[src/rtl/pwm_timer_pkg.sv]
package pwm_timer_pkg;
  typedef struct packed {
    logic step;
    logic wrap;
    logic periodStart;
    logic clear;
    logic pwmOn;
  } dpStrobe_t;

  localparam int OFF_CTRL  = 0;
  localparam int OFF_MCTL  = 1;
  localparam int OFF_EDGE  = 2;
  localparam int OFF_LATCH = 3;
  localparam int OFF_CAP   = 4;
  localparam int OFF_CLR   = 5;

  localparam int RUN_BIT  = 0;
  localparam int PWM_BIT  = 1;
  localparam int HOLD_BIT = 2;
endpackage

[src/rtl/pwm_timer_ctrl.sv]
module pwm_timer_ctrl
  import pwm_timer_pkg::*;
#(
  parameter int CNT_W     = 32,
  parameter int NUM_MATCH = 7,
  parameter int NUM_CAP   = 2,
  localparam int NUM_OUT  = NUM_MATCH - 1,
  localparam int STAT_W   = NUM_MATCH + NUM_CAP
) (
  input  logic                              clk,
  input  logic                              rst_n,
  input  logic                              wrEn,
  input  logic [3:0]                        wrAddr,
  input  logic [CNT_W-1:0]                  wrData,
  input  logic                              tick,
  input  logic [NUM_MATCH-1:0]              matchHit,
  input  logic [NUM_CAP-1:0]                capEvent,
  output dpStrobe_t                         strb,
  output logic [NUM_MATCH-1:0]              loadMask,
  output logic [NUM_MATCH-1:0][CNT_W-1:0]   shadow,
  output logic [NUM_OUT-1:0]                edgeSel,
  output logic [NUM_CAP-1:0]                capRise,
  output logic [NUM_CAP-1:0]                capFall,
  output logic [STAT_W-1:0]                 irqStatus,
  output logic                              irq
);
  localparam logic [3:0] A_CTRL  = 4'(NUM_MATCH + OFF_CTRL);
  localparam logic [3:0] A_MCTL  = 4'(NUM_MATCH + OFF_MCTL);
  localparam logic [3:0] A_EDGE  = 4'(NUM_MATCH + OFF_EDGE);
  localparam logic [3:0] A_LATCH = 4'(NUM_MATCH + OFF_LATCH);
  localparam logic [3:0] A_CAP   = 4'(NUM_MATCH + OFF_CAP);
  localparam logic [3:0] A_CLR   = 4'(NUM_MATCH + OFF_CLR);

  logic runEn, pwmMode, holdCnt;
  logic [NUM_MATCH-1:0] irqOn, rstOn, stopOn, latchEn;
  logic [NUM_CAP-1:0]   capIrq;
  logic step, periodStart, wrapNow, stopNow;
  logic [NUM_MATCH-1:0] matchEvt;
  logic [STAT_W-1:0]    statSet, statClr;
  logic ctrlWr, latchWr;

  always_comb begin
    ctrlWr      = wrEn && (wrAddr == A_CTRL);
    latchWr     = wrEn && (wrAddr == A_LATCH);
    step        = tick & runEn & ~holdCnt;
    matchEvt    = matchHit & {NUM_MATCH{step}};
    periodStart = pwmMode & matchEvt[0];
    wrapNow     = periodStart | (|(matchEvt & rstOn));
    stopNow     = |(matchEvt & stopOn);
    loadMask    = pwmMode ? (periodStart ? latchEn : '0) : '1;
    statSet     = {capEvent & capIrq, matchEvt & irqOn};
    statClr     = (wrEn && wrAddr == A_CLR) ? wrData[STAT_W-1:0] : '0;
  end

  assign strb.step        = step;
  assign strb.wrap        = wrapNow;
  assign strb.periodStart = periodStart;
  assign strb.clear       = holdCnt;
  assign strb.pwmOn       = pwmMode;
  assign irq              = |irqStatus;

  always_ff @(posedge clk or negedge rst_n) begin
    if (!rst_n) begin
      shadow  <= '0;
      irqOn   <= '0;
      rstOn   <= '0;
      stopOn  <= '0;
      edgeSel <= '0;
      capRise <= '0;
      capFall <= '0;
      capIrq  <= '0;
      pwmMode <= 1'b0;
      holdCnt <= 1'b0;
    end else if (wrEn) begin
      for (int n = 0; n < NUM_MATCH; n++) begin
        if (wrAddr == 4'(n)) shadow[n] <= wrData;
      end
      if (wrAddr == A_CTRL) begin
        pwmMode <= wrData[PWM_BIT];
        holdCnt <= wrData[HOLD_BIT];
      end
      if (wrAddr == A_MCTL) begin
        for (int n = 0; n < NUM_MATCH; n++) begin
          irqOn[n]  <= wrData[3*n];
          rstOn[n]  <= wrData[3*n+1];
          stopOn[n] <= wrData[3*n+2];
        end
      end
      if (wrAddr == A_EDGE) edgeSel <= wrData[NUM_OUT-1:0];
      if (wrAddr == A_CAP) begin
        for (int c = 0; c < NUM_CAP; c++) begin
          capRise[c] <= wrData[3*c];
          capFall[c] <= wrData[3*c+1];
          capIrq[c]  <= wrData[3*c+2];
        end
      end
    end
  end

  always_ff @(posedge clk or negedge rst_n) begin
    if (!rst_n)       runEn <= 1'b0;
    else if (ctrlWr)  runEn <= wrData[RUN_BIT];
    else if (stopNow) runEn <= 1'b0;
  end

  always_ff @(posedge clk or negedge rst_n) begin
    if (!rst_n) latchEn <= '0;
    else latchEn <= (latchEn & ~(periodStart ? latchEn : '0))
                  | (latchWr ? wrData[NUM_MATCH-1:0] : '0);
  end

  always_ff @(posedge clk or negedge rst_n) begin
    if (!rst_n) irqStatus <= '0;
    else        irqStatus <= (irqStatus & ~statClr) | statSet;
  end

  assert_no_spurious_status_R8: assert property (@(posedge clk) disable iff (!rst_n)
    statSet == '0 |=> (irqStatus & ~$past(irqStatus)) == '0);

  assert_stop_clears_run_R9: assert property (@(posedge clk) disable iff (!rst_n)
    stopNow && !ctrlWr |=> !runEn);

  assert_latch_self_clears_R6: assert property (@(posedge clk) disable iff (!rst_n)
    periodStart && !latchWr |=> (latchEn & $past(latchEn)) == '0);
endmodule

[src/rtl/pwm_timer_datapath.sv]
module pwm_timer_datapath
  import pwm_timer_pkg::*;
#(
  parameter int CNT_W     = 32,
  parameter int NUM_MATCH = 7,
  parameter int NUM_CAP   = 2,
  localparam int NUM_OUT  = NUM_MATCH - 1
) (
  input  logic                            clk,
  input  logic                            rst_n,
  input  dpStrobe_t                       strb,
  input  logic [NUM_MATCH-1:0]            loadMask,
  input  logic [NUM_MATCH-1:0][CNT_W-1:0] shadow,
  input  logic [NUM_OUT-1:0]              edgeSel,
  input  logic [NUM_CAP-1:0]              capRise,
  input  logic [NUM_CAP-1:0]              capFall,
  input  logic [NUM_CAP-1:0]              capIn,
  output logic [NUM_MATCH-1:0]            matchHit,
  output logic [NUM_CAP-1:0]              capEvent,
  output logic [NUM_OUT-1:0]              pwmOut,
  output logic [CNT_W-1:0]                count,
  output logic [NUM_CAP*CNT_W-1:0]        capFlat
);
  logic [NUM_MATCH-1:0][CNT_W-1:0] active;
  logic [NUM_CAP-1:0][CNT_W-1:0]   capVal;
  logic [NUM_CAP-1:0]              capPrev;

  assign capFlat = capVal;

  always_ff @(posedge clk or negedge rst_n) begin
    if (!rst_n)         count <= '0;
    else if (strb.clear) count <= '0;
    else if (strb.step)  count <= strb.wrap ? '0 : count + CNT_W'(1);
  end

  for (genvar n = 0; n < NUM_MATCH; n++) begin : g_match
    assign matchHit[n] = (count == active[n]);
    always_ff @(posedge clk or negedge rst_n) begin
      if (!rst_n)           active[n] <= '0;
      else if (loadMask[n]) active[n] <= shadow[n];
    end
  end

  for (genvar k = 1; k <= NUM_OUT; k++) begin : g_out
    logic riseCond, fallCond;
    assign fallCond = strb.step & matchHit[k];
    assign riseCond = edgeSel[k-1] ? (strb.step & matchHit[k-1]) : strb.periodStart;
    always_ff @(posedge clk or negedge rst_n) begin
      if (!rst_n)          pwmOut[k-1] <= 1'b0;
      else if (!strb.pwmOn) pwmOut[k-1] <= 1'b0;
      else if (fallCond)    pwmOut[k-1] <= 1'b0;
      else if (riseCond)    pwmOut[k-1] <= 1'b1;
    end
  end

  for (genvar c = 0; c < NUM_CAP; c++) begin : g_cap
    assign capEvent[c] = (capRise[c] & capIn[c] & ~capPrev[c])
                       | (capFall[c] & ~capIn[c] & capPrev[c]);
    always_ff @(posedge clk or negedge rst_n) begin
      if (!rst_n) begin
        capPrev[c] <= 1'b0;
        capVal[c]  <= '0;
      end else begin
        capPrev[c] <= capIn[c];
        if (capEvent[c]) capVal[c] <= count;
      end
    end

    assert_capture_only_on_edge_R7: assert property (@(posedge clk) disable iff (!rst_n)
      capIn[c] == capPrev[c] |=> $stable(capVal[c]));
  end

  assert_count_step_R2: assert property (@(posedge clk) disable iff (!rst_n)
    strb.step && !strb.wrap && !strb.clear |=> count == $past(count) + CNT_W'(1));

  assert_count_hold_R2: assert property (@(posedge clk) disable iff (!rst_n)
    !strb.step && !strb.clear |=> $stable(count));

  assert_count_wrap_R3: assert property (@(posedge clk) disable iff (!rst_n)
    strb.wrap && !strb.clear |=> count == '0);

  assert_timer_mode_quiet_R10: assert property (@(posedge clk) disable iff (!rst_n)
    !strb.pwmOn |=> pwmOut == '0);

  assert_active_stable_in_period_R6: assert property (@(posedge clk) disable iff (!rst_n)
    strb.pwmOn && !strb.periodStart |=> $stable(active));
endmodule

[src/rtl/pwm_shadow_timer.sv]
module pwm_shadow_timer
  import pwm_timer_pkg::*;
#(
  parameter int CNT_W     = 32,
  parameter int NUM_MATCH = 7,
  parameter int NUM_CAP   = 2
) (
  input  logic                                 clk,
  input  logic                                 rst_n,
  input  logic                                 wrEn,
  input  logic [3:0]                           wrAddr,
  input  logic [CNT_W-1:0]                     wrData,
  input  logic                                 tick,
  input  logic [NUM_CAP-1:0]                   capIn,
  output logic [NUM_MATCH-2:0]                 pwmOut,
  output logic                                 irq,
  output logic [NUM_MATCH+NUM_CAP-1:0]         irqStatus,
  output logic [CNT_W-1:0]                     count,
  output logic [NUM_CAP*CNT_W-1:0]             capValue
);
  localparam int NUM_OUT = NUM_MATCH - 1;

  dpStrobe_t                       strb;
  logic [NUM_MATCH-1:0]            loadMask, matchHit;
  logic [NUM_MATCH-1:0][CNT_W-1:0] shadow;
  logic [NUM_OUT-1:0]              edgeSel;
  logic [NUM_CAP-1:0]              capRise, capFall, capEvent;

  pwm_timer_ctrl #(.CNT_W(CNT_W), .NUM_MATCH(NUM_MATCH), .NUM_CAP(NUM_CAP)) u_ctrl (
    .clk(clk), .rst_n(rst_n), .wrEn(wrEn), .wrAddr(wrAddr), .wrData(wrData),
    .tick(tick), .matchHit(matchHit), .capEvent(capEvent), .strb(strb),
    .loadMask(loadMask), .shadow(shadow), .edgeSel(edgeSel),
    .capRise(capRise), .capFall(capFall), .irqStatus(irqStatus), .irq(irq)
  );

  pwm_timer_datapath #(.CNT_W(CNT_W), .NUM_MATCH(NUM_MATCH), .NUM_CAP(NUM_CAP)) u_dp (
    .clk(clk), .rst_n(rst_n), .strb(strb), .loadMask(loadMask), .shadow(shadow),
    .edgeSel(edgeSel), .capRise(capRise), .capFall(capFall), .capIn(capIn),
    .matchHit(matchHit), .capEvent(capEvent), .pwmOut(pwmOut), .count(count),
    .capFlat(capValue)
  );
endmodule

[config.mk]
export PLATFORM = sky130hd
export DESIGN_NAME = pwm_shadow_timer
export DESIGN_NICKNAME = d
export VERILOG_FILES = /design/src/rtl/pwm_timer_pkg.sv /design/src/rtl/pwm_timer_ctrl.sv /design/src/rtl/pwm_timer_datapath.sv /design/src/rtl/pwm_shadow_timer.sv
export SDC_FILE = /design/constraint.sdc
export NUM_CORES = 1
export LEC_CHECK = 0
export ABC_AREA = 1
export BUFFER_PORTS_ARGS = -buffer_cell sky130_fd_sc_hd__buf_2
export CAP_MARGIN = 20
export CORE_ASPECT_RATIO = 1.25
export CORE_MARGIN = 2
export CORE_UTILIZATION = 40
export CTS_CLUSTER_DIAMETER = 150
export DETAILED_ROUTE_END_ITERATION = 10
export PLACE_DENSITY = 0.55
export SLEW_MARGIN = 25
export SYNTH_ARGS = -nofsm -noshare
export SYNTH_HDL_FRONTEND = slang
export SYNTH_HIERARCHICAL = 1
export SYNTH_SLANG_ARGS = --single-unit
[constraint.sdc]
create_clock -name clk -period 8.6 [get_ports clk]
set_input_delay 1.72 -clock clk [delete_from_list [all_inputs] [get_ports clk]]
set_output_delay 1.72 -clock clk [all_outputs]
set_load 0.02 [all_outputs]
==> summary.md <==
The signal on the critical path passes through clkinv_1 > nand2_1 > nand4_1 > nor2_1 > nand2_1 > nor4_1 > buf_4 > nand2_1 > nor2_2 > inv_1 > nand3b_1 > nor2_1 > nor2_2 > inv_1 > o21ai_0 > nand2_1 > o21ai_0 > inv_1. The number of placed instances, taps included, is 3829. After detailed routing, the number of remaining DRC violations is 0. For this block, the initial DRC count from the detailed router was 2105. The cell depth of the worst flop-to-flop path was 18; the number of clock sinks seen by CTS was 604. The tools report the number of instances in the synthesized netlist as 2952. The total global routing track utilization was 26.2%; the number of standard cells in the layout, taps in and fillers out was 3938.

The met1 demand-to-capacity share in global routing was 34.1%. The met3 routing resource usage after global routing is 3.20%. In the synthesized netlist the dominant register cell turns out to be dfrtp_1. The reg-to-reg critical path endpoint is u_dp/count[6]$_DFFE_PN0P_. The share of total power dissipated in combinational logic is 25.2%.

The mapped netlist covers 26600 um2. After detailed routing, the total wire length is 89.6 mm. The clock tree synthesis step divided the H-tree into 2 levels. Max-cap violations in this run came to 0. The worst setup path is of the flop to flop kind. For the final routed database, the setup TNS stands at 0 ns.

The initial antenna violation count was 0. The floorplan has 105 rows. Per report_power, the clock group accounts for 30.1% of the total.

Of all nets on the critical path, the largest fanout is 14. Clock skew on the completed layout was measured at 0.0198 ns. The reported net switching power is 3.16 mW, and the post-synthesis cell type count is 39. Power spread over the standard cell area amounts to 310 nW/um2. The tools report the share of the yosys chip area belonging to registers as 56.8%. The launch point of the worst path is u_dp/count[27]$_DFFE_PN0P_. The initial cell density of the core came out at 40.5%. For the core utilization of the finished layout, the log shows 45.8%. The proportion of netlist area held by the largest area contributor came out at 56.8%. The tools report the number of iterations in the first detailed-routing pass as 6.

The floorplan die height came out at 292 um. The count of buffers added on input and output ports is 153. The library cell used as clock root buffer was clkbuf_16. The buffers inserted during post-CTS setup optimization was 0; the internal power was 6.15 mW. The worst register-to-register path begins at u_dp/count[27]$_DFFE_PN0P_.

The final critical path takes up 57.7% of the cycle. Kind of launch point of the worst setup path: a flop. TritonCTS built the clock tree.

The proportion of total power due to net switching is 34.0%, and the clock latency reported for the late side of the worst-skew pair is 0.63 ns. In the synthesized netlist, the cells that appear most often are nand2_1 (828), dfrtp_1 (604), o21ai_0 (360), nor2_1 (234), inv_1 (215). After global routing, the most crowded layer is met2. The standby leakage power is 14.1 nW, and the final critical-path required period is 4.96 ns. Via count of the first global-routing pass: 20600. The slack of the worst reg-to-reg path was 3.64 ns.

The run finished with clean final reports. Setup violations remaining at the end of the flow were counted as 0. STA classifies the critical path endpoint as a flop.

The total overflow left after global routing is 0. For this design, the CTS-stage hold fixing added 0 buffers. Compared with the post-synthesis result, the final layout area differs by 12.9%. In this run, flip-flops and latches consume 44.8% of the power.

The wire-length estimate of the detail-placed layout is 61.4 mm. For this run, the number of Yosys warnings is 6. The library cell with the largest summed area after synthesis was dfrtp_1. In this run, CTS created clock tree buffers numbering 60. The run gives 3 as the maximum root-to-sink buffer count. The total chip power was 9.31 mW. The placement-stage cell area came out at 28000 um2. For the pin with the worst max-slew slack, the measured transition is 1.01 ns. The average routed wire per standard cell works out to 22.8 um.

Global routing consumed, on the met2 layer, 44.6% of the routing resources. For the largest net degree at the start of global routing, the log shows 165. The clock slew at the register clock pins of the worst setup and hold paths came out at 0.06 ns.

The area used by multi-input combinational logic came out at 9910 um2. The count of flip-flops with a built-in enable after synthesis was 0. In the final design database the tool counted 3078 nets. The detailed router placed 20800 vias in this run. The slowest stage of the critical path belongs to the cell dfrtp_1. The peak per-stage delay on the critical path is 0.69 ns. The most frequently used cell type in the post-synthesis netlist is nand2_1. The tools report the relative slew slack as 33.0%. Registers take 15100 um2.

The die covers 68700 um2. At the worst endpoint, the arrival time is 5.47 ns. The post-cts sizing count came out at 0. For the number of fillers in the final layout, the log shows 6364.

The logs give 0.899 for the final weighted congestion of routability-driven global placement and 0 for the number of pins with negative max-slew slack in the final report. The count of antenna-violating nets left after detailed routing is 0. Using the TritonRoute via totals, the vias-per-cell ratio works out to 5.28. Async set or reset register ratio after synthesis: 100%. The critical path ends at u_dp/count[6]$_DFFE_PN0P_. Among the stages of the critical path, the cell type that occurs most often is nand2_1. The core region is 65700 um2.

Net count after synthesis: 2995. In this run the worst hold path is classified as flop to flop. The first global-routing pass estimated 134 mm of wire.

Boundary pin count: 154. Register bit total from synthesis: 604. The fraction of final layout cells with drive strength greater than 1 is 14.9%, and the floorplan die width is 235 um. The worst-case IR drop observed on VDD is 0.139 mV. After routing the design area is 30100 um2. Setup repair after global routing left no endpoint under its margin.

The number of endpoints with negative hold slack in the final report was 0. For the top achievable clock speed, the log shows 0.202 GHz. Yosys attributes the largest share of cell area to dfrtp_1 (57%), nand2_1 (12%), o21ai_0 (6.8%). A synthesized cell averages 9.02 um2. For the worst setup path, the data required time is 9.11 ns.
stage by stage:
step	hold WS, ns	setup slack, ns
after floorplan	0.446	5.23
after global placement	0.461	3.60
after detailed placement	0.462	3.64
after CTS	0.478	3.75
after global routing	0.502	3.19
final	0.474	3.64
sequential cells by signal (all words and copies together), names as in the netlist, 6 cells and up:
| name | cells |
|---|---|
| u_ctrl/shadow | 224 |
| u_dp/capFlat | 64 |
| u_ctrl/irqOn | 7 |
| u_ctrl/latchEn | 7 |
| u_dp/pwmOut | 6 |
| u_dp/active | 224 |
| u_ctrl/rstOn | 7 |
| u_ctrl/edgeSel | 6 |
| u_dp/count | 32 |
| u_ctrl/stopOn | 7 |
| u_ctrl/irqStatus | 9 |
layout make-up:
type                       instances  area share (%)
inverter                         233            2.91
timing repair buffer             177            3.34
multi-input combinational       1959            33.0
tap                              856            3.56
clock buffer                      84            5.76
clock inverter                    24            1.18
antenna                            1         0.00832
sequential                       604            50.3
how the worst min path moves through the flow:
stage                     slack [ns]                           from  cells after the start                            end
final                           0.47   u_ctrl/capIrq[1]$_DFFE_PN0P_                      2  u_ctrl/irqStatus[8]$_DFF_PN0_
after global placement          0.46  u_ctrl/shadow[37]$_DFFE_PN0P_                      2  u_ctrl/shadow[37]$_DFFE_PN0P_
after CTS                       0.48   u_ctrl/capIrq[1]$_DFFE_PN0P_                      2  u_ctrl/irqStatus[8]$_DFF_PN0_
after global routing            0.50  u_ctrl/shadow[37]$_DFFE_PN0P_                      2  u_ctrl/shadow[37]$_DFFE_PN0P_
after detailed placement        0.46   u_ctrl/capIrq[1]$_DFFE_PN0P_                      2  u_ctrl/irqStatus[8]$_DFF_PN0_
after floorplan                 0.45   u_ctrl/capIrq[0]$_DFFE_PN0P_                      2  u_ctrl/irqStatus[7]$_DFF_PN0_
layout by cell type (no fill, tap or decap), drive strengths merged, types with 18 or more instances in the layout:
master  instances
inv           229
nor2          247
nor3           18
a21oi         156
nand2         838
nand3          65
xnor2          91
clkbuf         84
o21ai         368
dfrtp         604
nand4          51
mux2           94
buf           177
power by group through the flow:
stage,registers (mW),logic (mW),clock network [mW]
after floorplan,4.19,1.40,0
after global placement,4.19,2.30,0
after detailed placement,4.21,2.34,0
after CTS,4.17,2.35,2.86
after global routing,4.26,2.60,2.97
final,4.17,2.34,2.80
metal layers:
metal  up-vias  part of all wire (%)
met4         0                   3.9
met3       144                   4.9
met1     10400                    42
li1       9635                     -
met2       639                    49
met5         -                     0
critical path, delay by kind of cell, from the launching register on:
family / cells / cell delay (ns)
buf+inv: 5 / 1.17
compound gates: 2 / 0.29
simple gates: 11 / 2.69
flops: 1 / 0.69
kinds of logic (layout without fill, tap and decap cells):
group / after synthesis / in the layout / share of synthesized area (%)
other cells: 0 / 1 / 0
compound gates: 534 / 534 / 10.5
fa+ha+maj: 1 / 1 / 0.0470
mux: 94 / 94 / 3.98
flops: 604 / 604 / 56.8
simple gates: 1238 / 1238 / 19.2
xor+xnor: 92 / 92 / 3.03
buf+inv: 389 / 518 / 6.45
Power figures use the tool's default switching activity.
